--- src/rtl/scr_pkg.sv ---
package scr_pkg;

  localparam int DATA_W   = 8;
  localparam int ADDR_W   = 4;
  localparam int NUM_REGS = 1 << ADDR_W;
  localparam int BANK_W   = NUM_REGS * DATA_W;
  localparam int CNT_W    = $clog2(DATA_W);

  // slots that hold storage; addresses 12, 13 and 15 are holes
  localparam logic [NUM_REGS-1:0] PRESENT_MASK = 16'b0100_1111_1111_1111;

  typedef struct packed {
    logic              pwr;
    logic [ADDR_W-1:0] addr;
    logic              rd;
    logic              more;
    logic              rsvd;
  } cmd_t;

  typedef enum logic [1:0] {
    ST_CMD  = 2'd0,
    ST_DATA = 2'd1,
    ST_SKIP = 2'd2
  } phase_t;

endpackage

--- src/rtl/scr_sync_edge.sv ---
module scr_sync_edge #(
  parameter int           W       = 3,
  parameter int           STAGES  = 2,
  parameter logic [W-1:0] RST_VAL = '0
) (
  input  logic         clk,
  input  logic         rst_n,
  input  logic [W-1:0] din,
  output logic [W-1:0] lvl,
  output logic [W-1:0] rise,
  output logic [W-1:0] fall
);

  logic [W-1:0] stg [STAGES];
  logic [W-1:0] prev;

  generate
    for (genvar s = 0; s < STAGES; s++) begin : g_stage
      if (s == 0) begin : g_first
        always_ff @(posedge clk or negedge rst_n) begin
          if (!rst_n) stg[s] <= RST_VAL;
          else        stg[s] <= din;
        end
      end else begin : g_next
        always_ff @(posedge clk or negedge rst_n) begin
          if (!rst_n) stg[s] <= RST_VAL;
          else        stg[s] <= stg[s-1];
        end
      end
    end
  endgenerate

  always_ff @(posedge clk or negedge rst_n) begin
    if (!rst_n) prev <= RST_VAL;
    else        prev <= stg[STAGES-1];
  end

  assign lvl  = stg[STAGES-1];
  assign rise = stg[STAGES-1] & ~prev;
  assign fall = ~stg[STAGES-1] & prev;

endmodule

--- src/rtl/scr_frame_ctrl.sv ---
module scr_frame_ctrl
  import scr_pkg::*;
(
  input  logic              clk,
  input  logic              rst_n,
  input  logic              frame_act,
  input  logic              bit_rise,
  input  logic              sdi_bit,
  output logic [ADDR_W-1:0] acc_addr,
  output logic              cmd_done,
  output logic              rd_start,
  output logic              wr_en,
  output logic [DATA_W-1:0] wr_data,
  output logic              pwr_down
);

  localparam logic [CNT_W-1:0] LAST_BIT = CNT_W'(DATA_W - 1);

  phase_t            phase;
  logic [CNT_W-1:0]  bit_cnt;
  logic [DATA_W-1:0] rx_sh;
  logic [DATA_W-1:0] rx_next;
  logic [ADDR_W-1:0] addr_q;
  logic              rd_q;
  logic              byte_end;
  cmd_t              cmd_now;

  assign rx_next  = {rx_sh[DATA_W-2:0], sdi_bit};
  assign cmd_now  = cmd_t'(rx_next);
  assign byte_end = frame_act && bit_rise && (bit_cnt == LAST_BIT);
  assign cmd_done = byte_end && (phase == ST_CMD);
  assign rd_start = cmd_done && cmd_now.more && cmd_now.rd;
  // during the command byte the read port follows the incoming address
  assign acc_addr = (phase == ST_CMD) ? cmd_now.addr : addr_q;

  always_ff @(posedge clk or negedge rst_n) begin
    if (!rst_n) begin
      phase    <= ST_CMD;
      bit_cnt  <= '0;
      rx_sh    <= '0;
      addr_q   <= '0;
      rd_q     <= 1'b0;
      pwr_down <= 1'b0;
      wr_en    <= 1'b0;
      wr_data  <= '0;
    end else begin
      wr_en <= 1'b0;
      if (!frame_act) begin
        phase   <= ST_CMD;
        bit_cnt <= '0;
      end else begin
        unique case (phase)
          ST_CMD: if (bit_rise) begin
            rx_sh   <= rx_next;
            bit_cnt <= bit_cnt + 1'b1;
            if (bit_cnt == LAST_BIT) begin
              pwr_down <= cmd_now.pwr;
              addr_q   <= cmd_now.addr;
              rd_q     <= cmd_now.rd;
              phase    <= cmd_now.more ? ST_DATA : ST_SKIP;
            end
          end
          ST_DATA: if (bit_rise) begin
            rx_sh   <= rx_next;
            bit_cnt <= bit_cnt + 1'b1;
            if (bit_cnt == LAST_BIT) begin
              if (!rd_q) begin
                wr_en   <= 1'b1;
                wr_data <= rx_next;
              end
              phase <= ST_SKIP;
            end
          end
          default: ;
        endcase
      end
    end
  end

endmodule

--- src/rtl/scr_tx_shift.sv ---
module scr_tx_shift
  import scr_pkg::*;
(
  input  logic              clk,
  input  logic              rst_n,
  input  logic              frame_act,
  input  logic              load,
  input  logic [DATA_W-1:0] load_data,
  input  logic              bit_fall,
  output logic              sdo
);

  localparam int TXC_W = $clog2(DATA_W + 1);
  localparam logic [TXC_W-1:0] TX_END = TXC_W'(DATA_W);

  logic [DATA_W-1:0] sh;
  logic [TXC_W-1:0]  cnt;
  logic              act;

  always_ff @(posedge clk or negedge rst_n) begin
    if (!rst_n) begin
      sh  <= '0;
      cnt <= '0;
      act <= 1'b0;
      sdo <= 1'b0;
    end else if (!frame_act) begin
      cnt <= '0;
      act <= 1'b0;
      sdo <= 1'b0;
    end else if (load) begin
      sh  <= load_data;
      cnt <= '0;
      act <= 1'b1;
    end else if (act && bit_fall) begin
      if (cnt == TX_END) begin
        act <= 1'b0;
        sdo <= 1'b0;
      end else begin
        sdo <= sh[DATA_W-1];
        sh  <= {sh[DATA_W-2:0], 1'b0};
        cnt <= cnt + 1'b1;
      end
    end
  end

endmodule

--- src/rtl/scr_reg_bank.sv ---
module scr_reg_bank
  import scr_pkg::*;
#(
  parameter int CLR_ADDR = 10,
  parameter int CLR_BIT  = 7
) (
  input  logic              clk,
  input  logic              rst_n,
  input  logic              wr_en,
  input  logic [ADDR_W-1:0] addr,
  input  logic [DATA_W-1:0] wr_data,
  output logic [DATA_W-1:0] rd_data,
  output logic [BANK_W-1:0] bank
);

  logic [DATA_W-1:0] slot [NUM_REGS];
  logic              bank_clr;

  assign bank_clr = wr_en && (addr == ADDR_W'(CLR_ADDR)) && wr_data[CLR_BIT];

  generate
    for (genvar g = 0; g < NUM_REGS; g++) begin : g_slot
      if (PRESENT_MASK[g]) begin : g_store
        always_ff @(posedge clk or negedge rst_n) begin
          if (!rst_n)                                  slot[g] <= '0;
          else if (bank_clr)                           slot[g] <= '0;
          else if (wr_en && (addr == ADDR_W'(g)))      slot[g] <= wr_data;
        end
      end else begin : g_hole
        assign slot[g] = '0;
      end
      assign bank[g*DATA_W +: DATA_W] = slot[g];
    end
  endgenerate

  assign rd_data = slot[addr];

endmodule

--- src/rtl/scr_serial_regs.sv ---
module scr_serial_regs
  import scr_pkg::*;
#(
  parameter int SYNC_STAGES = 2,
  parameter int CLR_ADDR    = 10,
  parameter int CLR_BIT     = 7
) (
  input  logic              clk,
  input  logic              rst_n,
  input  logic              sclk,
  input  logic              csn,
  input  logic              sdi,
  output logic              sdo,
  output logic              pwr_down,
  output logic [BANK_W-1:0] ctrl_regs
);

  // synchronized vector: [0] shift clock, [1] frame select, [2] data in
  logic [2:0]        s_lvl, s_rise, s_fall;
  logic              csn_lvl, frame_act;
  logic [ADDR_W-1:0] acc_addr;
  logic              cmd_done, rd_start, wr_en;
  logic [DATA_W-1:0] wr_data, rd_data;

  scr_sync_edge #(
    .W(3), .STAGES(SYNC_STAGES), .RST_VAL(3'b010)
  ) u_sync (
    .clk(clk), .rst_n(rst_n), .din({sdi, csn, sclk}),
    .lvl(s_lvl), .rise(s_rise), .fall(s_fall)
  );

  assign csn_lvl   = s_lvl[1];
  assign frame_act = ~csn_lvl;

  scr_frame_ctrl u_frame (
    .clk(clk), .rst_n(rst_n), .frame_act(frame_act),
    .bit_rise(s_rise[0]), .sdi_bit(s_lvl[2]),
    .acc_addr(acc_addr), .cmd_done(cmd_done), .rd_start(rd_start),
    .wr_en(wr_en), .wr_data(wr_data), .pwr_down(pwr_down)
  );

  scr_reg_bank #(
    .CLR_ADDR(CLR_ADDR), .CLR_BIT(CLR_BIT)
  ) u_bank (
    .clk(clk), .rst_n(rst_n), .wr_en(wr_en), .addr(acc_addr),
    .wr_data(wr_data), .rd_data(rd_data), .bank(ctrl_regs)
  );

  scr_tx_shift u_tx (
    .clk(clk), .rst_n(rst_n), .frame_act(frame_act),
    .load(rd_start), .load_data(rd_data),
    .bit_fall(s_fall[0]), .sdo(sdo)
  );

endmodule

--- config.mk ---
export PLATFORM = sky130hd
export DESIGN_NAME = scr_serial_regs
export DESIGN_NICKNAME = d
export VERILOG_FILES = /design/src/rtl/scr_pkg.sv /design/src/rtl/scr_sync_edge.sv /design/src/rtl/scr_frame_ctrl.sv /design/src/rtl/scr_tx_shift.sv /design/src/rtl/scr_reg_bank.sv /design/src/rtl/scr_serial_regs.sv
export SDC_FILE = /design/constraint.sdc
export NUM_CORES = 1
export LEC_CHECK = 0
export BUFFER_PORTS_ARGS = -buffer_cell sky130_fd_sc_hd__buf_2
export CELL_PAD_IN_SITES_DETAIL_PLACEMENT = 1
export CELL_PAD_IN_SITES_GLOBAL_PLACEMENT = 1
export CORE_MARGIN = 2
export CORE_UTILIZATION = 47
export DETAILED_ROUTE_END_ITERATION = 10
export PLACE_DENSITY_LB_ADDON = 0.2
export REMOVE_ABC_BUFFERS = 1
export SLEW_MARGIN = 10
export SYNTH_ARGS = -nofsm -noshare
export SYNTH_HDL_FRONTEND = slang
export SYNTH_SLANG_ARGS = --single-unit
export TNS_END_PERCENT = 5
--- constraint.sdc ---
create_clock -name clk -period 3.15 [get_ports clk]
set_input_delay 0.315 -clock clk [delete_from_list [all_inputs] [get_ports clk]]
set_output_delay 0.315 -clock clk [all_outputs]
set_load 0.05 [all_outputs]
==> results.py, run 1 <==
metrics = {
    "setup_path": {
        "r2r_slack_ns": 0.44,
        "path_cells": "or2_1, mux2i_2, nand4_2, mux2i_1, nor2_1",
        "crit_path_start_kind": "flop",
        "critPathKind": "flop to flop",
        "cp_max_fo": 9,
        "end_kind": "flop",
        "crit_path_max_incr_delay_ns": 0.79,
        "cp.arrival_ns": 3.00,
        "cp.required_ns": 3.44,
        "crit_path_top_delay_cell": "mux2i_2",
    },
    "worst_hold_path": {
        "min_path_type": "flop to flop",
    },
    "sta": {
        "hold_violations": 0,
        "worstMarginPinSlew_ns": 0.8831,
        "finalSetupTns_ns": 0,
        "period_share_pct": 86.05,
        "slew_violations": 0,
        "worst_slack_ns": 0.4394,
        "relSlewSlack_pct": 39.96,
        "holdWs_ns": 0.3498,
        "clock_skew_ns": 0.006948,
        "max_freq_ghz": 0.3689,
        "fin_crit_ns": 2.711,
        "setup_violations": 0,
        "rsz0062_at_grt": "no",
    },
    "cells_and_area": {
        "final_common_cell": "dfrtp_1",
        "layoutNonFillerInstCount": 1009,
        "nNetsFinal": 795,
        "antenna_cells": 0,
        "syn2layout_area_growth_pct": 16.59,
        "n_fill_cell": 1727,
        "layout_common_cells": "dfrtp_1, mux2i_1, buf_2, nor2_1, nand2_1",
        "fin_area_um2": 8653,
        "drive_above_1_share_pct": 25.31,
    },
    "synth": {
        "ys_warn_count": 0,
        "synth_ff_type": "dfrtp_1",
        "yosysTopAreaCellShare_pct": 50.57,
        "synth-seq-cells": 152,
        "synth_cells": 681,
        "syn_area_um2": 7422,
        "yosysTopAreaCell": "dfrtp_1",
        "ys_types": 52,
        "yosysSeqAreaShare_pct": 51.28,
        "ys_top_cells_by_area": "dfrtp_1, mux2i_1, nor2_1, nand2_1, buf_4",
        "synth-edff-count": 0,
        "syn_area_per_cell_um2": 10.90,
        "synthArstFlopShare_pct": 100.0,
    },
    "power": {
        "irDropWorstVdd_mv": 0.3510,
        "p_per_area_nw_per_um2": 557.1,
        "p_leak_uw": 0.004567,
    },
    "clock_network": {
        "post_cts_buffers": 0,
        "clkTransAtPathRegs_ns": 0.06,
        "cts.path.max_buffers": 2,
        "cts_tree": "yes",
        "cts_buffers": 17,
        "cts_root_buf": "clkbuf_16",
        "htreeDepth": 4,
        "cts_sinks": 152,
        "clk_latency_ns": 0.42,
    },
    "routing": {
        "ant_nets": 0,
        "via_per_inst": 5.593,
        "drcViolationCount": 0,
        "first_pass_iters": 4,
        "wire_per_inst_um": 21.45,
        "wl_um": 21640,
        "first_iter_violations": 297,
        "vias": 5643,
    },
    "placed_design": {
        "dp_hpwl_um": 14710,
        "port_buffers": 110,
        "place_inst": 974,
        "dp_slack_ns": 0.5032,
        "routabilityCongestion": 0.8452,
        "placed_area_um2": 8031,
    },
    "grt": {
        "grt_pass1_vias": 5930,
        "grtUsageTotal_pct": 26.96,
        "antenna_found_initial": 0,
        "grt_pass1_wl_um": 34090,
        "grt_overflow": 0,
        "grt_start_max_net_pins": 95,
    },
    "die": {
        "die_area_um2": 16810,
        "num_rows": 45,
        "die_h_um": 129.7,
        "start_util_pct": 48.46,
        "die_x_um": 129.7,
        "core_area_um2": 15310,
        "io_pins": 135,
    },
    "flow_run": {
        "max-cap-violations": 0,
    },
    "status": {
        "status": "finished, final reports clean",
    },
}
## worst paths after layout
kind / cells past startpoint / endpoint / startpoint
worst max-delay path: 5 / u_bank.bank[2] / u_frame.phase[0]
worst min-delay path: 0 / u_sync.lvl[2] / u_sync.stg[5]
worst max register to register: 5 / u_bank.bank[2] / u_frame.phase[0]
worst min register to register: 0 / u_sync.lvl[2] / u_sync.stg[5]
max in group asynchronous: 3 / u_bank.bank[22] / rst_n
min in group asynchronous: 2 / u_sync.stg[3] / rst_n
## final cells by class
| class | count | area (µm²) | share of cell area, % |
|---|---|---|---|
| tap | 211 | 264.0 | 3.051 |
| sequential | 152 | 3806 | 43.98 |
| inverter | 6 | 22.52 | 0.2603 |
| multi-input combinational | 485 | 3294 | 38.07 |
| timing repair buffer | 124 | 684.4 | 7.909 |
| clock buffer | 22 | 484.2 | 5.596 |
| clock inverter | 9 | 97.59 | 1.128 |
## stage by stage
stage	util (%)	power, µW
floorplan	-	2566
global placement	52.44	2799
detailed placement	52.44	2817
CTS	56.50	4845
global route	56.50	4989
finish	56.50	4821
## synth_stat cells (4+ instances only)
cell,count
nand2b_1,4
dfrtp_1,150
nand3_1,5
nor3_4,5
o21ai_0,18
buf_4,29
clkbuf_1,17
nand3b_1,4
nor3_1,4
mux2i_1,119
nand2_1,81
ha_1,4
nor2_1,89
buf_2,9
buf_6,6
mux2_2,12
o22ai_1,14
a211oi_1,7
a21oi_1,27
a2111oi_0,5
mux4_2,6
nor2_2,15
inv_1,4
## layer usage
metal | global-route usage [%] | part of all wire [%] | wire [µm]
met1 | 37.55 | 44 | 9544
met2 | 43.67 | 49 | 10570
met3 | 4.707 | 5.7 | 1224
met4 | 7.780 | 1.4 | 301
met5 | 0 | 0 | 0
## worst max-delay path: cells and delay by family (launching register included)
family,cells,cell delay [ns]
muxes,2,1.13
and+or+nand+nor,3,0.93
DFF,1,0.50
## state kept, by name (all words and copies together), names as in the netlist
signal,cells
u_bank.bank,104
u_frame.addr_q,4
u_frame.bit_cnt,3
u_frame.phase,2
u_frame.pwr_down,1
u_frame.rd_q,1
u_frame.rx_sh,7
u_frame.wr_data,8
u_frame.wr_en,1
u_sync.lvl,3
u_sync.prev,1
u_sync.stg,3
u_tx.act,1
u_tx.cnt,4
u_tx.sdo,1
u_tx.sh,8
## cells by family after synthesis
logic type | count (synthesis) | share of synthesized area, %
other | 1 | 0.05052
AO/OA/AOI/OAI | 84 | 6.996
AND/OR/NAND/NOR | 231 | 15.02
multiplexers | 138 | 19.89
adder cells (fa/ha/maj) | 4 | 0.6743
flip-flops | 152 | 51.28
XOR/XNOR | 4 | 0.4721
buffers and inverters | 67 | 5.613
## report_power, final
part           internal [µW]  switching, µW
combinational            205            526
sequential              1990           63.8
clock                   1240            795
## timing repair
action                    in CTS  in global routing
hold buffers                   4                  0
resized for setup              0                  0
hold endpoints to repair      75                  0
Note: power is estimated with default switching activity, not from simulation.
==> run 2, diff against run 1 <==
==> constraint.sdc (replaced) <==
create_clock -name clk -period 3.15 [get_ports clk]
set_input_delay 0.63 -clock clk [delete_from_list [all_inputs] [get_ports clk]]
set_output_delay 0.63 -clock clk [all_outputs]
set_load 0.05 [all_outputs]
==> run 2 against run 1 <==
Compared with the run above:
- sequential power about the same
- clock power about the same
- register-to-register slack improved by 0.04 ns
- core utilization shrank 0.34 points
- cell area fell by 0.61%
- clock skew is 0.0045 ns higher
- die area unchanged
- critical path depth unchanged
- non-clock buffer count fell by 5
==> results.py, run 2 (same netlist as run 1, synthesis figures left out) <==
metrics = {
    "status": {
        "status": "finished, final reports clean",
    },
    "routing": {
        "via_per_inst": 5.650,
        "first_iter_violations": 315,
        "vias": 5661,
        "drcViolationCount": 0,
        "first_pass_iters": 4,
        "ant_nets": 0,
        "wire_per_inst_um": 22.25,
        "wl_um": 22290,
    },
    "worst_hold_path": {
        "min_path_type": "input port to asynchronous set/reset pin",
    },
    "die": {
        "die_x_um": 129.7,
        "num_rows": 45,
        "die_h_um": 129.7,
        "io_pins": 135,
        "die_area_um2": 16810,
        "start_util_pct": 48.46,
        "core_area_um2": 15310,
    },
    "setup_path": {
        "cp_max_fo": 9,
        "path_buf_inv": 0,
        "cp.required_ns": 3.45,
        "end_kind": "flop",
        "crit_path_max_incr_delay_ns": 0.77,
        "crit_family": "multiplexers",
        "crit_path_start_kind": "flop",
        "cp-startpoint": "u_frame.phase[0]",
        "path_cells": "or2_1, mux2i_2, nand4_2, mux2i_1, nor2_1",
        "crit_path_top_delay_cell": "mux2i_2",
        "cp.arrival_ns": 2.97,
        "critPathKind": "flop to flop",
        "reg2reg_from": "u_frame.phase[0]",
    },
    "power": {
        "irDropWorstVdd_mv": 0.4005,
        "p_per_area_nw_per_um2": 556.4,
        "p_leak_uw": 0.004535,
        "power.total_uw": 4785,
    },
    "clock_network": {
        "cts_tree": "yes",
        "ctsResizeCount": 0,
        "htreeDepth": 4,
        "cts_root_buf": "clkbuf_16",
        "cts_sinks": 152,
        "clk_latency_ns": 0.43,
        "clkTransAtPathRegs_ns": 0.06,
        "cts.path.max_buffers": 2,
        "cts_buffers": 17,
        "post_cts_buffers": 0,
        "ctsHoldBuffers": 0,
    },
    "grt": {
        "grt_pass1_vias": 5998,
        "grt_start_max_net_pins": 84,
        "grt_overflow": 0,
        "grt_pass1_wl_um": 34870,
        "grtUsageTotal_pct": 27.88,
        "antenna_found_initial": 0,
    },
    "sta": {
        "period_share_pct": 84.76,
        "setup_violations": 0,
        "hold_violations": 0,
        "slew_violations": 0,
        "relSlewSlack_pct": 41.40,
        "max_freq_ghz": 0.3745,
        "worstMarginPinSlew_ns": 0.8620,
        "clock_skew_ns": 0.01148,
        "fin_crit_ns": 2.670,
        "worst_slack_ns": 0.4800,
        "rsz0062_at_grt": "no",
    },
    "placed_design": {
        "routabilityCongestion": 0.8379,
        "port_buffers": 110,
        "dp_slack_ns": 0.4972,
        "dp_hpwl_um": 15030,
    },
    "flow_run": {
        "max-cap-violations": 0,
    },
    "cells_and_area": {
        "final_common_cell": "dfrtp_1",
        "syn2layout_area_growth_pct": 15.88,
        "drive_above_1_share_pct": 24.65,
        "layout_common_cells": "dfrtp_1, mux2i_1, buf_2, nor2_1, nand2_1",
        "nNetsFinal": 790,
        "antenna_cells": 0,
        "largest_register_ffs": 104,
    },
}
-- run 2: cell types whose count changed in the layout (fill, tap and decap cells not counted), sizes merged --
cell and delta:
buf -1, clkbuf +4, clkinv -5, clkinvlp -1, dlygate4sd3 -4
-- run 2: report_power, final --
part	switching [µW]	leakage, µW	total (µW)	internal (µW)
Clock	775	0.000276	2010	1240
Combinational	516	0.00216	719	203
Sequential	61.6	0.00210	2050	1990
-- run 2: layout make-up --
class / count / area, µm²
Clock buffer: 26 / 499.2
Clock inverter: 3 / 65.06
Fill cell: 1704 / 6714
Inverter: 6 / 22.52
Multi-Input combinational cell: 485 / 3294
Sequential cell: 152 / 3806
Tap cell: 211 / 264.0
Timing Repair Buffer: 119 / 649.4
-- run 2: worst paths after layout --
| kind | cells past startpoint | slack, ns | end |
|---|---|---|---|
| worst max-delay path | 5 | 0.48 | u_bank.bank[4] |
| worst min-delay path | 1 | 0.19 | u_frame.wr_data[5] |
| worst max register to register | 5 | 0.48 | u_bank.bank[4] |
| worst min register to register | 0 | 0.35 | u_sync.lvl[2] |
| max in group asynchronous | 2 | 2.11 | u_bank.bank[15] |
| min in group clk | 1 | 0.30 | u_sync.stg[4] |
-- run 2: stage by stage --
| stage | area, µm² | setup TNS (ns) | utilization, % | std cells | hold WS [ns] |
|---|---|---|---|---|---|
| 3_3_place_gp | 8036 | 0 | 52.48 | 973 | 0.3348 |
| 5_1_grt | 8601 | 0 | 56.16 | 1002 | 0.2369 |
| 6_report | 8601 | 0 | 56.16 | 1002 | 0.1917 |
| 3_5_place_dp | 8036 | 0 | 52.48 | 973 | 0.3410 |
| 4_1_cts | 8601 | 0 | 56.16 | 1002 | 0.2184 |
| 2_1_floorplan | 7114 | -59.18 | - | 643 | 0.3312 |
-- run 2: worst register-to-register path: cells and delay by family, from the launching register on --
kind          cells  cell delay [ns]
mux               2             1.12
simple gates      3             0.91
flops             1             0.50
-- run 2: metal layers --
layer	track usage, %	share of wire, %
met4	9.677	2.3
met5	0	0
met1	37.18	43
met2	45.64	49
met3	5.615	5.4
